===== src/rtl/sar_bound_pkg.sv =====
package sar_bound_pkg;
    typedef enum logic [0:0] {
        PH_IDLE = 1'b0,
        PH_CONV = 1'b1
    } phase_e;
endpackage


===== src/rtl/sar_settle_ctr.sv =====
module sar_settle_ctr #(
    parameter int CW = 4
) (
    input  logic [CW-1:0] cnt_q,
    input  logic [CW-1:0] reload,
    input  logic          active,
    output logic [CW-1:0] cnt_d,
    output logic          expired
);
    always_comb begin
        expired = active && (cnt_q == '0);
        cnt_d   = cnt_q;
        if (active) begin
            if (expired) cnt_d = reload;
            else         cnt_d = cnt_q - 1'b1;
        end
    end
endmodule


===== src/rtl/sar_bound_step.sv =====
module sar_bound_step #(
    parameter int BW = 9
) (
    input  logic [BW-1:0] lo_q,
    input  logic [BW-1:0] hi_q,
    input  logic          ge,
    output logic [BW-1:0] mid,
    output logic [BW-1:0] lo_d,
    output logic [BW-1:0] hi_d,
    output logic          bit_o
);
    logic [BW-1:0] sum;

    always_comb begin
        // bounds are one bit wider than the code, so the sum fits in BW
        sum   = lo_q + hi_q;
        mid   = sum >> 1;
        bit_o = ge;
        lo_d  = ge ? mid : lo_q;
        hi_d  = ge ? hi_q : mid;
    end
endmodule


===== src/rtl/sar_bound_ctrl.sv =====
module sar_bound_ctrl #(
    parameter int RES_W = 8,
    parameter int SET_W = 4
) (
    input  logic             clk,
    input  logic             rst_n,
    input  logic             start_i,
    input  logic [SET_W-1:0] settle_i,
    input  logic             cmp_ge_i,
    output logic [RES_W-1:0] dac_code_o,
    output logic             hold_o,
    output logic             busy_o,
    output logic             done_o,
    output logic [RES_W-1:0] result_o
);
    import sar_bound_pkg::*;

    localparam int BW = RES_W + 1;
    localparam int IW = $clog2(RES_W + 1);
    localparam logic [BW-1:0] FULL = BW'(1) << RES_W;
    localparam logic [IW-1:0] LAST = IW'(RES_W - 1);

    typedef struct packed {
        phase_e           ph;
        logic [BW-1:0]    lo;
        logic [BW-1:0]    hi;
        logic [SET_W-1:0] cnt;
        logic [SET_W-1:0] settle;
        logic [IW-1:0]    iter;
        logic [RES_W-1:0] sh;
        logic [RES_W-1:0] res;
        logic             done;
        logic             busy;
        logic             hold;
    } st_t;

    st_t st_q, st_d;

    logic [BW-1:0]    mid_w, lo_w, hi_w;
    logic             bit_w;
    logic [SET_W-1:0] cnt_w;
    logic             sample_w;

    sar_bound_step #(.BW(BW)) u_step (
        .lo_q  (st_q.lo),
        .hi_q  (st_q.hi),
        .ge    (cmp_ge_i),
        .mid   (mid_w),
        .lo_d  (lo_w),
        .hi_d  (hi_w),
        .bit_o (bit_w)
    );

    sar_settle_ctr #(.CW(SET_W)) u_settle (
        .cnt_q   (st_q.cnt),
        .reload  (st_q.settle),
        .active  (st_q.ph == PH_CONV),
        .cnt_d   (cnt_w),
        .expired (sample_w)
    );

    always_comb begin
        st_d      = st_q;
        st_d.done = 1'b0;
        unique case (st_q.ph)
            PH_IDLE: begin
                if (start_i) begin
                    st_d.ph     = PH_CONV;
                    st_d.lo     = '0;
                    st_d.hi     = FULL;
                    st_d.cnt    = settle_i;
                    st_d.settle = settle_i;
                    st_d.iter   = '0;
                    st_d.sh     = '0;
                    st_d.busy   = 1'b1;
                    st_d.hold   = 1'b1;
                end
            end
            PH_CONV: begin
                st_d.cnt = cnt_w;
                if (sample_w) begin
                    st_d.lo = lo_w;
                    st_d.hi = hi_w;
                    st_d.sh = {st_q.sh[RES_W-2:0], bit_w};
                    if (st_q.iter == LAST) begin
                        st_d.res  = {st_q.sh[RES_W-2:0], bit_w};
                        st_d.done = 1'b1;
                        st_d.busy = 1'b0;
                        st_d.hold = 1'b0;
                        st_d.ph   = PH_IDLE;
                    end else begin
                        st_d.iter = st_q.iter + 1'b1;
                    end
                end
            end
            default: st_d.ph = PH_IDLE;
        endcase
    end

    always_ff @(posedge clk or negedge rst_n) begin
        if (!rst_n) begin
            st_q        <= '0;
            st_q.ph     <= PH_IDLE;
            st_q.hi     <= FULL;
        end else begin
            st_q <= st_d;
        end
    end

    assign dac_code_o = mid_w[RES_W-1:0];
    assign hold_o     = st_q.hold;
    assign busy_o     = st_q.busy;
    assign done_o     = st_q.done;
    assign result_o   = st_q.res;
endmodule


===== config.mk =====
export PLATFORM = sky130hd
export DESIGN_NAME = sar_bound_ctrl
export DESIGN_NICKNAME = d
export VERILOG_FILES = /design/src/rtl/sar_bound_pkg.sv /design/src/rtl/sar_settle_ctr.sv /design/src/rtl/sar_bound_step.sv /design/src/rtl/sar_bound_ctrl.sv
export SDC_FILE = /design/constraint.sdc
export NUM_CORES = 1
export LEC_CHECK = 0
export BUFFER_PORTS_ARGS = -buffer_cell sky130_fd_sc_hd__buf_4
export CAP_MARGIN = 15
export CORE_MARGIN = 10
export CORE_UTILIZATION = 45
export DETAILED_ROUTE_END_ITERATION = 10
export GPL_ROUTABILITY_DRIVEN = 0
export PLACE_DENSITY = 0.63
export SLEW_MARGIN = 10
export SYNTH_ARGS = -nofsm -noshare
export SYNTH_HDL_FRONTEND = slang
export SYNTH_SLANG_ARGS = --single-unit

===== constraint.sdc =====
create_clock -name clk -period 2.55 [get_ports clk]
set_clock_uncertainty 0.2 [all_clocks]
set_input_delay 0.1275 -clock clk [delete_from_list [all_inputs] [get_ports clk]]
set_output_delay 0.1275 -clock clk [all_outputs]
set_load 0.01 [all_outputs]

; Word-level counts from Yosys, hierarchy flattened
; Index checks and enable logic that the tools add are counted.
[totals]
ff_bits = 49
out_inout_bits = 19
[classes]
n_addsub = 3
eq_ne = 7
muxes = 14
bitwise_logic = 1
reduce_logical = 9
[ops]
columns = operator, count
row1 = one-hot mux 23 bit (2 select lines), 1
row2 = two-way mux 39 bit, 1
row3 = one-hot mux 12 bit (2 select lines), 1
row4 = two-way mux 23 bit, 1
row5 = two-way mux 19 bit, 1
row6 = two-way mux 9 bit, 2
row7 = AND reduction 3 bit, 5
row8 = two-way mux 11 bit, 1
row9 = adder 9 bit, 1
row10 = two-way mux 4 bit, 2
row11 = "!= test 2 bit, second input constant", 4
row12 = "adder 4 x 1 -> 4 bit, second input constant", 1
row13 = "== test 4 x 3 -> 1 bit, second input constant", 1
row14 = zero test 4 bit, 1
row15 = "!= test 2 x 1 -> 1 bit, second input constant", 2
row16 = one-hot mux 2 bit (2 select lines), 1
row17 = AND reduction 2 bit, 2
row18 = "subtractor 4 x 1 -> 4 bit, second input constant", 1
row19 = two-way mux 1 bit, 2
row20 = two-way mux 2 bit, 1
row21 = logical AND 1 bit, 1
row22 = NOT 1 bit, 1

; Logic depth before layout (Yosys ltp)
[depth]
ltp_word = 4
mapped_depth = 9
depth_no_buf = 6

; Cells and area by module
; Synthesis repeated with hierarchy kept, for this count alone.
[unflattened]
cells_unflattened = 274
area_unflattened_um2 = 2881.5
[modules_own_cells]
columns = module, instances, cells_per_inst, area_per_inst_um2, seq_area_each_um2
row1 = sar_bound_ctrl, 1, 143, 1935.6, 1202.4
row2 = sar_bound_step, 1, 109, 783.3, 0.0
row3 = sar_settle_ctr, 1, 22, 162.7, 0.0

; Least setup slack after synthesis
; OpenSTA, ideal clock, no wires.
[synth_timing]
path_type = register to register
start = register st_q[27] in the netlist's numbering
end = register st_q (netlist bit result_o[1])
arrival_time_ns = 1.693
t_required_ns = 2.225
path_slack_ns = 0.531
path_stages_with_launch = 8
path_buffers = 1
synth_period_minus_slack_ns = 2.019
cell_sequence = dfrtp_1 > inv_1 > ha_1 > nor3b_2 > nand2_2 > nor2_2 > buf_6 > mux2_4
[synth_between]
elab_chain_len = 3
[synth_lines]
columns = item, line_no
row1 = start: declaration, sar_bound_ctrl.sv:37  ; st_t st_q, st_d;
row2 = start signal: assignment, sar_bound_ctrl.sv:106  ; st_q <= st_d;
row3 = zero test 4 bit, sar_settle_ctr.sv:11  ; expired = active && (cnt_q == '0);
row4 = logical AND 1 bit, sar_settle_ctr.sv:11
row5 = AND reduction 3 bit (no line), n/a
; No other way between the ends.
; A chain may end at the register's enable or synchronous reset.

; Final worst setup path
[layout_timing]
start = register st_q[34] in the netlist's numbering
end = output port dac_code_o[4]
[layout_between]
elab_chain_len = 1
[layout_lines]
columns = item, line_no
row1 = adder 9 bit, sar_bound_step.sv:16  ; sum = lo_q + hi_q;
row2 = end: declaration, sar_bound_ctrl.sv:10  ; output logic [RES_W-1:0] dac_code_o,
; No other way between the ends.

==> metrics.yaml <==
status: "finished, final reports clean"
via_count: 1882
wirelength_um: 4950
via_per_inst: 5.27
worstPathRequired_ns: 2.22
cp_top_family: "simple AND/OR/NAND/NOR gates"
period_needed_ns: 2.41
io_buffers: 26
fmax_ghz: 0.414
grt_max_degree: 48
r2r_setup_slack_ns: 0.23
worstPathArrival_ns: 2.09
fin_cells: 357
hp-class: "in -> async"
rows: 27
async_reset_ff_share_pct: 100
diodes: 0
cpPeakStageDelay_ns: 0.56
worstSetupStartpointType: "flip-flop"
ys_types: 45
numCtsBuffers: 5
ys.flop_type: "dfrtp_1"
drive_above_1_share_pct: 22.5
core_um2: 5470
first_pass_iters: 4
yosysMostFrequentCell: "dfrtp_1"
yosys.area.top_type: "dfrtp_1"
areaGrowthSynthToFinish_pct: 15.1
syn_nets: 279
clkTransAtPathRegs_ns: 0.08
grt_pass1_wl_um: 8750
drtAntennaViolNets: 0
maxCapViolCount: 0
antenna_found_initial: 0
ir_drop_v: 0.000836
htreeDepth: 2
drc: 0
slew_violations: 0
clkLatencyLatePin_ns: 0.30
crit_start: "st_q[34]"
ys_ff_latch: 47
grt_use_total_pct: 11.9
fp.dieH_um: 94.8
leakagePower_uw: 0.00134
total_power_uw: 3610
grt_pass1_vias: 1862
path_max_fanout: 6
synth_edf_count: 0
start_util_pct: 46.0
crit_slowest_cell: "or4b_1"
synth_area_um2: 2520
drt-initial-drc-count: 83
dp.cells: 339
report.final.hold_viol_count: 0
nFillCells: 501
critical_path_cell_count: 6
syn_avg_cell_area_um2: 9.68
fin_nets: 303
die_area_um2: 8980
setup_viol: 0
period_share_pct: 94.6
hpwlAfterDp_um: 3440
post_drt_wl_per_cell_um: 13.9
end_kind: "output pin"
ys_top_cells_by_count: "46 x dfrtp_1, 34 x nand2_1, 23 x nand3_1"
crit_buf_inv: 2
io_pins: 27
clkSinkCount: 47
worstPathCellList: "ha_1 -> or4b_1 -> o2111ai_1 -> nor3_2 -> inv_1 -> buf_4"
cts-root-buf: "clkbuf_8"
r2r-start: "st_q[28]"
worst_slew_pin_slew_ns: 0.671
p_per_area_nw_per_um2: 1250
synth_cells: 260
cts_tree: "built"
slew_headroom_pct: 55.3
die_w_um: 94.8
fin_setup_tns_ns: 0
crit_type: "reg -> out"
cts_max_path_buffers: 2
yosysSeqAreaShare_pct: 46.8
synth_area_leaders: "dfrtp_1 46%, nand2_1 5.1%, ha_1 5.0%"
yosysTopAreaCellShare_pct: 45.7
ys_warn_count: 0
reg2reg_depth: 7
overflow: 0
## metal layers
layer,up-vias,GRT usage [%],wire length (um)
li1,949,-,-
met1,897,15.1,2340
met2,29,18.4,2270
met3,7,3.41,255
met4,0,4.86,89
met5,-,0,0
## worst register-to-register path: stages (launching register included)
cell	delay (ns)
dfrtp_1	0.41
inv_1	0.12
ha_1	0.21
nor4bb_2	0.28
buf_4	0.25
nand2b_1	0.39
nand3_1	0.24
o31ai_2	0.08
## cell type report
| cell class | instances | area, um^2 | area share [%] |
|---|---|---|---|
| sequential | 47 | 1180 | 40.7 |
| tap | 72 | 90.1 | 3.11 |
| inverter | 10 | 37.5 | 1.30 |
| multi-input combinational | 179 | 1180 | 40.9 |
| clock buffer | 7 | 76.3 | 2.64 |
| clock inverter | 1 | 5.00 | 0.173 |
| timing repair buffer | 41 | 325 | 11.2 |
## layout by cell type, fill, tap and decap left out, drive strengths merged, types with 2 or more instances in the layout
cell         synthesis  final
xnor2                4      4
nand2b               2      2
a31oi                2      2
clkbuf               4      7
and3                 3      3
o31ai                5      5
o21ai               22     22
inv                 10     10
nor2                12     12
dfrtp               46     46
nand2               36     36
nand3               23     23
nand3b               4      4
or3b                 2      2
a21oi               13     13
mux2                 8      8
or4b                 2      2
nand4                3      3
a211oi               5      5
ha                  10     10
nor2b                3      3
o2111ai              2      2
nor3b                4      4
nor3                 4      4
buf                 20     34
dlygate4sd3          0      7
## stage by stage
step | utilization (%) | hold slack (ns) | cell area (um^2) | worst slack [ns]
after floorplan | - | -0.368 | 2520 | 0.531
after global placement | 49.1 | -0.0216 | 2690 | 0.317
after detailed placement | 49.1 | -0.0219 | 2690 | 0.253
after CTS | 52.0 | 0.195 | 2850 | 0.0565
after global routing | 52.9 | 0.230 | 2900 | -0.00509
final | 52.9 | 0.179 | 2900 | 0.137
## final timing paths
path	endpoint
max in group asynchronous	st_q[11]
worst max-delay path	dac_code_o[4]
worst max register to register	st_q[38]
min in group clk	st_q[39]
worst min-delay path	st_q[33]
worst min register to register	st_q[39]
## power breakdown
group | internal [uW] | leakage (uW) | switching [uW] | total [uW]
combinational | 915 | 0.000698 | 991 | 1910
sequential | 1050 | 0.000601 | 228 | 1280
clock | 193 | 0.0000422 | 238 | 430
total | 2160 | 0.00134 | 1460 | 3610
## kinds of logic (layout without fill, tap and decap cells)
kind of cell	Yosys count	in the layout	share of synthesized area, %
AOI/OAI and AO/OA	52	52	12.3
xor gates and xnor gates	5	5	1.74
and+or+nand+nor	103	103	21.1
buffers and inverters	34	59	7.71
muxes	8	8	4.62
DFF	47	47	46.8
adders and majority gates	11	11	5.77
## sequential cells by signal, summed over array words and instances, names as in the netlist
signal and flops:
result_o 8, busy_o 1, st_q 37, done_o 1
## what timing repair did
action                                 in CTS  in global routing
gates resized for setup                     1                  6
setup endpoints to repair                   1                  5
endpoints found under the hold margin      56                  0
hold buffers                                7                  0
setup buffers                               0                  3
pin swaps                                   0                  1
Note: power is estimated with default switching activity, not from simulation.
